## src/rtl/irqlat_pkg.sv

```systemverilog
package irqlat_pkg;

    // Control register field positions (decoded by software)
    localparam int unsigned BIT_MODE  = 0;
    localparam int unsigned BIT_MASK  = 1;
    localparam int unsigned BIT_ACK   = 2;
    localparam int unsigned BIT_LATCH = 3;
    localparam int unsigned BIT_PIN   = 4;
    localparam int unsigned REG_USED  = 5;

    typedef struct packed {
        logic latch;
        logic clr_pend;
    } core_state_t;

    typedef struct packed {
        logic mode;
        logic mask;
    } ctrl_state_t;

endpackage

```

## src/rtl/irqlat_sync.sv

```systemverilog
module irqlat_sync #(
    parameter int unsigned STAGES  = 2,
    parameter logic        RST_VAL = 1'b1
) (
    input  logic clk,
    input  logic rst_n,
    input  logic async_i,
    output logic sync_o
);

    logic [STAGES-1:0] chain_d, chain_q;

    always_comb begin
        chain_d    = chain_q;
        chain_d[0] = async_i;
        for (int i = 1; i < int'(STAGES); i++) begin
            chain_d[i] = chain_q[i-1];
        end
    end

    always_ff @(posedge clk or negedge rst_n) begin
        if (!rst_n) chain_q <= {STAGES{RST_VAL}};
        else        chain_q <= chain_d;
    end

    assign sync_o = chain_q[STAGES-1];

endmodule

```

## src/rtl/irqlat_edge.sv

```systemverilog
module irqlat_edge (
    input  logic clk,
    input  logic rst_n,
    input  logic level_i,
    output logic fall_o
);

    logic prev_d, prev_q;

    always_comb begin
        prev_d = level_i;
    end

    always_ff @(posedge clk or negedge rst_n) begin
        if (!rst_n) prev_q <= 1'b1;
        else        prev_q <= prev_d;
    end

    assign fall_o = prev_q & ~level_i;

endmodule

```

## src/rtl/irqlat_core.sv

```systemverilog
module irqlat_core
    import irqlat_pkg::*;
(
    input  logic clk,
    input  logic rst_n,
    input  logic pin_s_i,
    input  logic fall_i,
    input  logic ack_i,
    input  logic level_mode_i,
    output logic latch_o
);

    core_state_t st_d, st_q;

    always_comb begin
        st_d = st_q;
        if (fall_i) begin
            // a new edge outranks any acknowledge in the same cycle
            st_d.latch    = 1'b1;
            st_d.clr_pend = 1'b0;
        end else if (!level_mode_i) begin
            st_d.clr_pend = 1'b0;
            if (ack_i) st_d.latch = 1'b0;
        end else if (!pin_s_i) begin
            st_d.latch = 1'b1;
            if (ack_i) st_d.clr_pend = 1'b1;
        end else begin
            if (ack_i || st_q.clr_pend) st_d.latch = 1'b0;
            st_d.clr_pend = 1'b0;
        end
    end

    always_ff @(posedge clk or negedge rst_n) begin
        if (!rst_n) st_q <= '0;
        else        st_q <= st_d;
    end

    assign latch_o = st_q.latch;

    a_r2_edge_sets: assert property (@(posedge clk) disable iff (!rst_n)
        fall_i |=> st_q.latch);

    a_r3_edge_ack_clears: assert property (@(posedge clk) disable iff (!rst_n)
        (!level_mode_i && ack_i && !fall_i) |=> !st_q.latch);

    a_r6_low_holds: assert property (@(posedge clk) disable iff (!rst_n)
        (level_mode_i && !pin_s_i) |=> st_q.latch);

    a_r4_release_high: assert property (@(posedge clk) disable iff (!rst_n)
        (level_mode_i && st_q.clr_pend && pin_s_i) |=> !st_q.latch);

    a_r4_pend_needs_latch: assert property (@(posedge clk) disable iff (!rst_n)
        st_q.clr_pend |-> st_q.latch);

endmodule

```

## src/rtl/irqlat_regs.sv

```systemverilog
module irqlat_regs
    import irqlat_pkg::*;
#(
    parameter int unsigned DATA_W = 8
) (
    input  logic              clk,
    input  logic              rst_n,
    input  logic              wr_en_i,
    input  logic [DATA_W-1:0] wdata_i,
    input  logic              latch_i,
    input  logic              pin_s_i,
    output logic              mode_o,
    output logic              mask_o,
    output logic              sw_ack_o,
    output logic [DATA_W-1:0] rdata_o
);

    ctrl_state_t ctl_d, ctl_q;
    logic        unused_hi;

    assign unused_hi = ^wdata_i[DATA_W-1:BIT_LATCH];

    always_comb begin
        ctl_d = ctl_q;
        if (wr_en_i) begin
            ctl_d.mode = wdata_i[BIT_MODE];
            ctl_d.mask = wdata_i[BIT_MASK];
        end
    end

    always_ff @(posedge clk or negedge rst_n) begin
        if (!rst_n) ctl_q <= '0;
        else        ctl_q <= ctl_d;
    end

    assign sw_ack_o = wr_en_i & wdata_i[BIT_ACK];
    assign mode_o   = ctl_q.mode;
    assign mask_o   = ctl_q.mask;

    always_comb begin
        rdata_o            = '0;
        rdata_o[BIT_MODE]  = ctl_q.mode;
        rdata_o[BIT_MASK]  = ctl_q.mask;
        rdata_o[BIT_LATCH] = latch_i;
        rdata_o[BIT_PIN]   = pin_s_i;
    end

    a_r9_write_takes_mode: assert property (@(posedge clk) disable iff (!rst_n)
        wr_en_i |=> (mode_o == $past(wdata_i[BIT_MODE])) && (mask_o == $past(wdata_i[BIT_MASK])));

    a_r9_hold_without_write: assert property (@(posedge clk) disable iff (!rst_n)
        !wr_en_i |=> $stable(mode_o) && $stable(mask_o));

endmodule

```

## src/rtl/ext_irq_latch.sv

```systemverilog
module ext_irq_latch
    import irqlat_pkg::*;
#(
    parameter int unsigned DATA_W      = 8,
    parameter int unsigned SYNC_STAGES = 2,
    parameter int unsigned ADDR_W      = 16,
    parameter logic [ADDR_W-1:0] VEC_ADDR = 16'hFFFA
) (
    input  logic              clk,
    input  logic              rst_n,
    input  logic              irq_pin_n,
    input  logic              vec_ack_i,
    input  logic              reg_wr_en,
    input  logic [DATA_W-1:0] reg_wdata,
    output logic [DATA_W-1:0] reg_rdata,
    output logic              irq_req_o,
    output logic [ADDR_W-1:0] vec_addr_o
);

    logic pin_s, fall, latch, mode, mask, sw_ack, ack;

    irqlat_sync #(.STAGES(SYNC_STAGES), .RST_VAL(1'b1)) u_sync (
        .clk(clk), .rst_n(rst_n), .async_i(irq_pin_n), .sync_o(pin_s)
    );

    irqlat_edge u_edge (
        .clk(clk), .rst_n(rst_n), .level_i(pin_s), .fall_o(fall)
    );

    irqlat_regs #(.DATA_W(DATA_W)) u_regs (
        .clk(clk), .rst_n(rst_n), .wr_en_i(reg_wr_en), .wdata_i(reg_wdata),
        .latch_i(latch), .pin_s_i(pin_s), .mode_o(mode), .mask_o(mask),
        .sw_ack_o(sw_ack), .rdata_o(reg_rdata)
    );

    assign ack = vec_ack_i | sw_ack;

    irqlat_core u_core (
        .clk(clk), .rst_n(rst_n), .pin_s_i(pin_s), .fall_i(fall),
        .ack_i(ack), .level_mode_i(mode), .latch_o(latch)
    );

    assign irq_req_o  = latch & ~mask;
    assign vec_addr_o = VEC_ADDR;

    a_r8_req_implies_pending: assert property (@(posedge clk) disable iff (!rst_n)
        irq_req_o |-> reg_rdata[BIT_LATCH]);

    a_r9_ack_bit_reads_zero: assert property (@(posedge clk) disable iff (!rst_n)
        reg_wr_en |=> !reg_rdata[BIT_ACK]);

endmodule

```

## config.mk

```make
export PLATFORM = sky130hd
export DESIGN_NAME = ext_irq_latch
export DESIGN_NICKNAME = d
export VERILOG_FILES = /design/src/rtl/irqlat_pkg.sv /design/src/rtl/irqlat_sync.sv /design/src/rtl/irqlat_edge.sv /design/src/rtl/irqlat_core.sv /design/src/rtl/irqlat_regs.sv /design/src/rtl/ext_irq_latch.sv
export SDC_FILE = /design/constraint.sdc
export NUM_CORES = 1
export LEC_CHECK = 0
export CAP_MARGIN = 20
export CELL_PAD_IN_SITES_DETAIL_PLACEMENT = 2
export CELL_PAD_IN_SITES_GLOBAL_PLACEMENT = 2
export CORE_ASPECT_RATIO = 0.8
export CORE_MARGIN = 2
export CORE_UTILIZATION = 16
export DETAILED_ROUTE_END_ITERATION = 10
export PLACE_DENSITY_LB_ADDON = 0.3
export SLEW_MARGIN = 30
export SYNTH_ARGS = -nofsm -noshare
export SYNTH_HDL_FRONTEND = slang
export SYNTH_HIERARCHICAL = 1
export SYNTH_SLANG_ARGS = --single-unit
export TNS_END_PERCENT = 100
```

## constraint.sdc

```tcl
create_clock -name clk -period 1.2 [get_ports clk]
set_input_delay 0.12 -clock clk [delete_from_list [all_inputs] [get_ports clk]]
set_output_delay 0.12 -clock clk [all_outputs]
set_load 0.02 [all_outputs]
```

==> impl_metrics.csv, run 1 <==
group,metric,value,unit
drt,drt_iter0_markers,0,
power,vdd_ir_drop_max,356,µV
critical_path,path_cells,"buf_4 -> dlygate4sd2_1",
power,finalPower,0.784,mW
global_route,grt_first_pass_wirelength,1.16,mm
global_route,track_usage,4.90,%
critical_path,setup.worst_path.class,"register to primary output",
outcome,status,"finished, final reports clean",
timing,layout_setup_ws,42.9,ps
logic_synthesis,synth_xor_area_share,0,%
power,seq_power_share,34.2,%
drt,route.detailed.drc,0,
logic_synthesis,ys_ff_latch,7,
timing,finalCriticalPeriod,1160,ps
logic_synthesis,synth-edff-count,0,
power,p_per_area,1310,nW/µm²
layout,stdcell_count,98,
timing,rsz0062_at_grt,"false",
layout,drive_gt1_share,30.0,%
global_route,grt_remaining_overflow,0,
critical_path,r2r.worst_path.cells,3,
logic_synthesis,synthSimpleGateAreaFrac,14.2,%
logic_synthesis,synth_most_common_cell,"buf_4",
logic_synthesis,synthArstFlopShare,100,%
global_route,grt_max_degree,8,
critical_path,regToRegSetupSlack,70,ps
layout,final_util,21.5,%
critical_path,crit_slowest_cell,"dfrtp_1",
power,p_int,0.565,mW
cts,cts_num_sinks,7,
cts,insertion_delay,220,ps
critical_path,endpoint_kind,"primary output",
power,switching_share,27.9,%
timing,skew,1.85,ps
cts,postCtsSetupBuffers,0,
critical_path,slowest_delay,370,ps
global_route,first_global_vias,275,
timing,slew_violations,0,
logic_synthesis,synth_area_per_cell,10.3,µm²
layout,area_growth,26.4,%
logic_synthesis,yosys_warnings,6,
timing,setup_viol,0,
run,max_cap_viol_count,0,
logic_synthesis,synth-seq-area-share,37.7,%
critical_path,r2r-end,"u_core/latch_o",
floorplan,die_w,64.9,µm
logic_synthesis,synth_area_leaders,"buf_4 38%, dfrtp_1 21%, dfstp_2 17%",
floorplan,die_area,3420,µm²
critical_path,path_max_fanout,2,
place,dp_hpwl,667,µm
critical_path,cp.arrival,1040,ps
timing,worst_hold_slack,155,ps
layout,finalNetCount,74,
cts,clock_tree.root_cell,"clkbuf_8",
logic_synthesis,synth_fa_ha_area_share,0,%
drt,drt_wl_total,744,µm
critical_path,path_buf_inv,2,
cts,cts_max_path_buffers,2,
logic_synthesis,synth_top_family_by_area,"buffers and inverters",
place,dp_cells,94,
power,cellLeakagePower,0.289,nW
drt,via_per_inst,2.82,
place,dp_slack,-105,ps
logic_synthesis,yosysTopAreaCell,"buf_4",
logic_synthesis,synth_compound_area_share,2.11,%
layout,diodes,0,
floorplan,die_y,52.7,µm
cts,cts_tree,"built",
place,dpl_cell_area,563,µm²
logic_synthesis,yosysTopAreaCellShare,38.0,%
critical_path,required,1080,ps
floorplan,ios,38,
logic_synthesis,synth_flop_cell,"dfrtp_1",
floorplan,core,2790,µm²
timing,fin_setup_tns,0,ps
hold_path,hold_path.class,"input pin to async pin",
critical_path,crit_family,"buffers and inverters",
place,gp_congestion,0.649,
power,p_sw,0.219,mW
cts,clk_pin_slew,40,ps
place,numPortBuffers,12,
timing,hold_viol,0,
drt,first_pass_iters,1,
timing,max_freq,864,MHz
drt,ant_nets,0,
critical_path,startpoint_type,"register",
logic_synthesis,synthCells,46,
floorplan,row_count,17,
timing,finalCritPeriodShare,96.4,%
drt,routedWlPerCell,7.59,µm
logic_synthesis,synth.area.mux_share,4.75,%
logic_synthesis,synth_area,474,µm²
drt,via_count,276,
layout,post-route-cell-area,599,µm²
cts,cts_buffers,3,
floorplan,floorplan.initialDensity,17.0,%
cts,cts_max_level,1,
global_route,antenna_found_initial,0,
cts,hold_buffers,0,
power,p_comb_share,23.9,%
critical_path,r2r-start,"u_sync/chain_q[1]",
power,pwr-share-clk,41.8,%
logic_synthesis,post_synth_num_cell_types,14,
logic_synthesis,synth_commonest_cells,"24 x buf_4, 4 x dfrtp_1, 3 x conb_1, 3 x dfstp_2",
==> worst max-delay path by stage <==
stage	start	to	slack, ps	cells after the start
floorplan	u_sync/chain_q[1]	u_core/latch_o	160	2
global placement	reg_wr_en	u_core/st_q[0]	-70	5
detailed placement	reg_wr_en	u_core/st_q[0]	-100	5
CTS	u_sync/chain_q[1]	reg_rdata[4]	20	1
global route	u_core/latch_o	reg_rdata[3]	8	2
finish	u_core/latch_o	reg_rdata[3]	40	2
==> cell families (layout without fill, tap and decap cells) <==
family,after synthesis,after routing
and+or+nand+nor,8,8
buffers and inverters,25,22
AOI/OAI and AO/OA,1,1
other,3,20
muxes,2,2
DFF,7,7
==> cell usage in the layout, fill, tap and decap left out <==
cell type        instances
a311o_1                  1
and2_2                   1
buf_4                    5
clkbuf_1                 1
clkbuf_2                 1
clkbuf_8                 3
clkdlybuf4s15_1          1
clkdlybuf4s50_1          7
conb_1                  20
dfrtp_1                  4
dfstp_2                  3
dlygate4sd2_1            3
inv_1                    1
mux2_2                   2
nand2_1                  1
nor2_1                   1
nor2b_1                  1
nor2b_4                  2
nor3b_2                  1
or2_1                    1
==> timing repair <==
item	in CTS	in global routing
setup endpoints to repair	5	2
gates resized for setup	6	2
hold endpoints to repair	0	0
gates cloned	0	0
==> sequential cells by signal, indices dropped and copies added, names as in the netlist <==
signal,flops
u_core/latch_o,1
u_core/st_q,1
u_edge/prev_q,1
u_regs/mask_o,1
u_regs/mode_o,1
u_sync/chain_q,2
==> final cells by class <==
cell class | instances | area [µm²]
Fill cell | 329 | 2190
Clock buffer | 4 | 45.0
Tap cell | 38 | 47.5
Timing Repair Buffer | 17 | 149
Inverter | 1 | 3.75
Sequential cell | 7 | 179
Multi-Input combinational cell | 31 | 175
==> power by group through the flow <==
stage | Sequential [mW] | Combinational (mW) | Clock, mW
3_3_place_gp | 0.271 | 0.199 | 0
4_1_cts | 0.269 | 0.190 | 0.338
2_1_floorplan | 0.274 | 0.176 | 0
3_5_place_dp | 0.272 | 0.201 | 0
6_report | 0.268 | 0.188 | 0.328
5_1_grt | 0.271 | 0.202 | 0.357
==> layer usage <==
| layer | routed length (µm) | GRT usage [%] | up-vias |
|---|---|---|---|
| li1 | - | - | 123 |
| met1 | 296 | 5.01 | 129 |
| met2 | 340 | 7.22 | 20 |
| met3 | 88 | 2.15 | 4 |
| met4 | 19 | 5.32 | 0 |
| met5 | 0 | 0 | - |
No activity file was read; power rests on OpenSTA's default activity.
==> run 2, diff against run 1 <==
--- a/config.mk
+++ b/config.mk
@@ -6,11 +6,11 @@
 export NUM_CORES = 1
 export LEC_CHECK = 0
 export CAP_MARGIN = 20
-export CELL_PAD_IN_SITES_DETAIL_PLACEMENT = 2
-export CELL_PAD_IN_SITES_GLOBAL_PLACEMENT = 2
+export CELL_PAD_IN_SITES_DETAIL_PLACEMENT = 1
+export CELL_PAD_IN_SITES_GLOBAL_PLACEMENT = 1
 export CORE_ASPECT_RATIO = 0.8
 export CORE_MARGIN = 2
-export CORE_UTILIZATION = 16
+export CORE_UTILIZATION = 21
 export DETAILED_ROUTE_END_ITERATION = 10
 export PLACE_DENSITY_LB_ADDON = 0.3
 export SLEW_MARGIN = 30
==> run 2 against run 1 <==
Effect of this change:
- final cell count decreased by 13%
- power down 16%
- clock-buffer cell count unchanged
- first-iteration DRC count increased by 1
- fmax is 0.79% higher
- combinational power hardly changed
- highest routed layer is now met3
==> impl_metrics.csv, run 2 (synthesis results as in run 1) <==
group,metric,value,unit
critical_path,path_max_fanout,2,
power,pwr-share-clk,30.8,%
outcome,status,"finished, final reports clean",
layout,diodes,0,
timing,finalCriticalPeriod,1150,ps
place,numPortBuffers,12,
global_route,grt_max_degree,8,
drt,first_pass_iters,2,
power,p_sw,0.197,mW
layout,post-route-cell-area,567,µm²
layout,finalNetCount,74,
cts,cts_tree,"built",
drt,ant_nets,0,
timing,hold_viol,0,
drt,drt_wl_total,650,µm
timing,finalCritPeriodShare,95.7,%
critical_path,required,1080,ps
layout,largest_register,"u_sync/chain_q",
drt,drt_iter0_markers,1,
power,p_int,0.463,mW
layout,final_common_cell,"conb_1",
cts,insertion_delay,240,ps
critical_path,startpoint_type,"register",
power,switching_share,29.9,%
drt,via_per_inst,3.11,
timing,max_freq,871,MHz
power,finalPower,0.660,mW
hold_path,hold_path.class,"input pin to async pin",
floorplan,die_area,2660,µm²
critical_path,r2r-end,"u_core/latch_o",
layout,nFillCells,268,
floorplan,ios,38,
timing,slew_violations,0,
power,vdd_ir_drop_max,358,µV
global_route,track_usage,5.20,%
run,max_cap_viol_count,0,
critical_path,setup.worst_path.class,"register to primary output",
power,cellLeakagePower,0.280,nW
power,p_per_area,1160,nW/µm²
layout,largest_reg_flops,2,
critical_path,r2r-start,"u_sync/chain_q[1]",
layout,area_growth,19.5,%
global_route,antenna_found_initial,0,
cts,cts_max_path_buffers,2,
drt,route.detailed.drc,0,
cts,clk_pin_slew,50,ps
timing,rsz0062_at_grt,"false",
timing,worst_hold_slack,134,ps
critical_path,cp.arrival,1030,ps
cts,cts_buffers,3,
timing,setup_viol,0,
critical_path,endpoint_kind,"primary output",
power,p_comb_share,28.6,%
drt,via_count,264,
critical_path,r2r.worst_path.cells,3,
floorplan,floorplan.initialDensity,22.2,%
global_route,grt_first_pass_wirelength,959,µm
floorplan,die_w,57.1,µm
floorplan,die_y,46.5,µm
place,dp_hpwl,596,µm
place,gp_congestion,0.681,
critical_path,regToRegSetupSlack,70,ps
cts,hold_buffers,0,
place,dpl_cell_area,547,µm²
drt,routedWlPerCell,7.65,µm
floorplan,row_count,15,
global_route,grt_remaining_overflow,0,
floorplan,core,2140,µm²
cts,clock_tree.root_cell,"clkbuf_4",
place,dp_slack,-109,ps
layout,final_cell_mix,"20 x conb_1, 7 x clkdlybuf4s50_1, 5 x buf_4, 4 x dfrtp_1",
global_route,first_global_vias,252,
timing,skew,2.87,ps
cts,cts_max_level,1,
timing,layout_setup_ws,52.0,ps
layout,drive_gt1_share,30.0,%
timing,fin_setup_tns,0,ps
power,seq_power_share,40.5,%
cts,cts_num_sinks,7,
-- run 2: cell type report --
cell class,instances,area (µm²),share of cell area (%)
repair buffers,17,151,26.7
inverters,1,3.75,0.662
clock buffers,4,26.3,4.64
multi-input cells,31,175,30.9
flip-flops and latches,7,179,31.6
well taps,25,31.3,5.52
-- run 2: power by group through the flow --
| stage | Clock (mW) | Combinational [mW] | Sequential (mW) |
|---|---|---|---|
| floorplan | 0 | 0.176 | 0.274 |
| global route | 0.226 | 0.204 | 0.270 |
| finish | 0.203 | 0.189 | 0.267 |
| detailed placement | 0 | 0.200 | 0.272 |
| CTS | 0.215 | 0.188 | 0.268 |
| global placement | 0 | 0.198 | 0.271 |
-- run 2: repair_timing --
| action | CTS | global route |
|---|---|---|
| setup buffers | 0 | 0 |
| endpoints found under the setup margin | 5 | 4 |
| gates resized for setup | 6 | 4 |
-- run 2: worst max-delay path by stage --
stage	from	end	slack [ps]	depth (start not counted)
floorplan	u_sync/chain_q[1]	u_core/latch_o	160	2
global placement	reg_wr_en	u_core/st_q[0]	-70	5
detailed placement	reg_wr_en	u_core/st_q[0]	-110	5
CTS	u_sync/chain_q[1]	reg_rdata[4]	6	1
global route	u_regs/mask_o	irq_req_o	0.02	2
finish	u_regs/mask_o	irq_req_o	50	2
-- run 2: layer usage --
layer  up-vias  share of wire [%]  track usage (%)
met5         -                  0                0
met4         0                  0             2.79
met3         0                 15             2.53
met2        23                 50             9.89
met1       117                 35             4.68
li1        124                  -                -
-- run 2: per-stage QoR --
step | instances | utilization (%)
2_1_floorplan | 63 | -
3_5_place_dp | 81 | 25.6
4_1_cts | 85 | 26.5
3_3_place_gp | 81 | 25.6
6_report | 85 | 26.5
5_1_grt | 85 | 26.5
-- run 2: critical path, cell delays in order (launching register included) --
cell and delay [ps]:
dfrtp_1 370, nor2b_1 110, clkdlybuf4s15_1 300
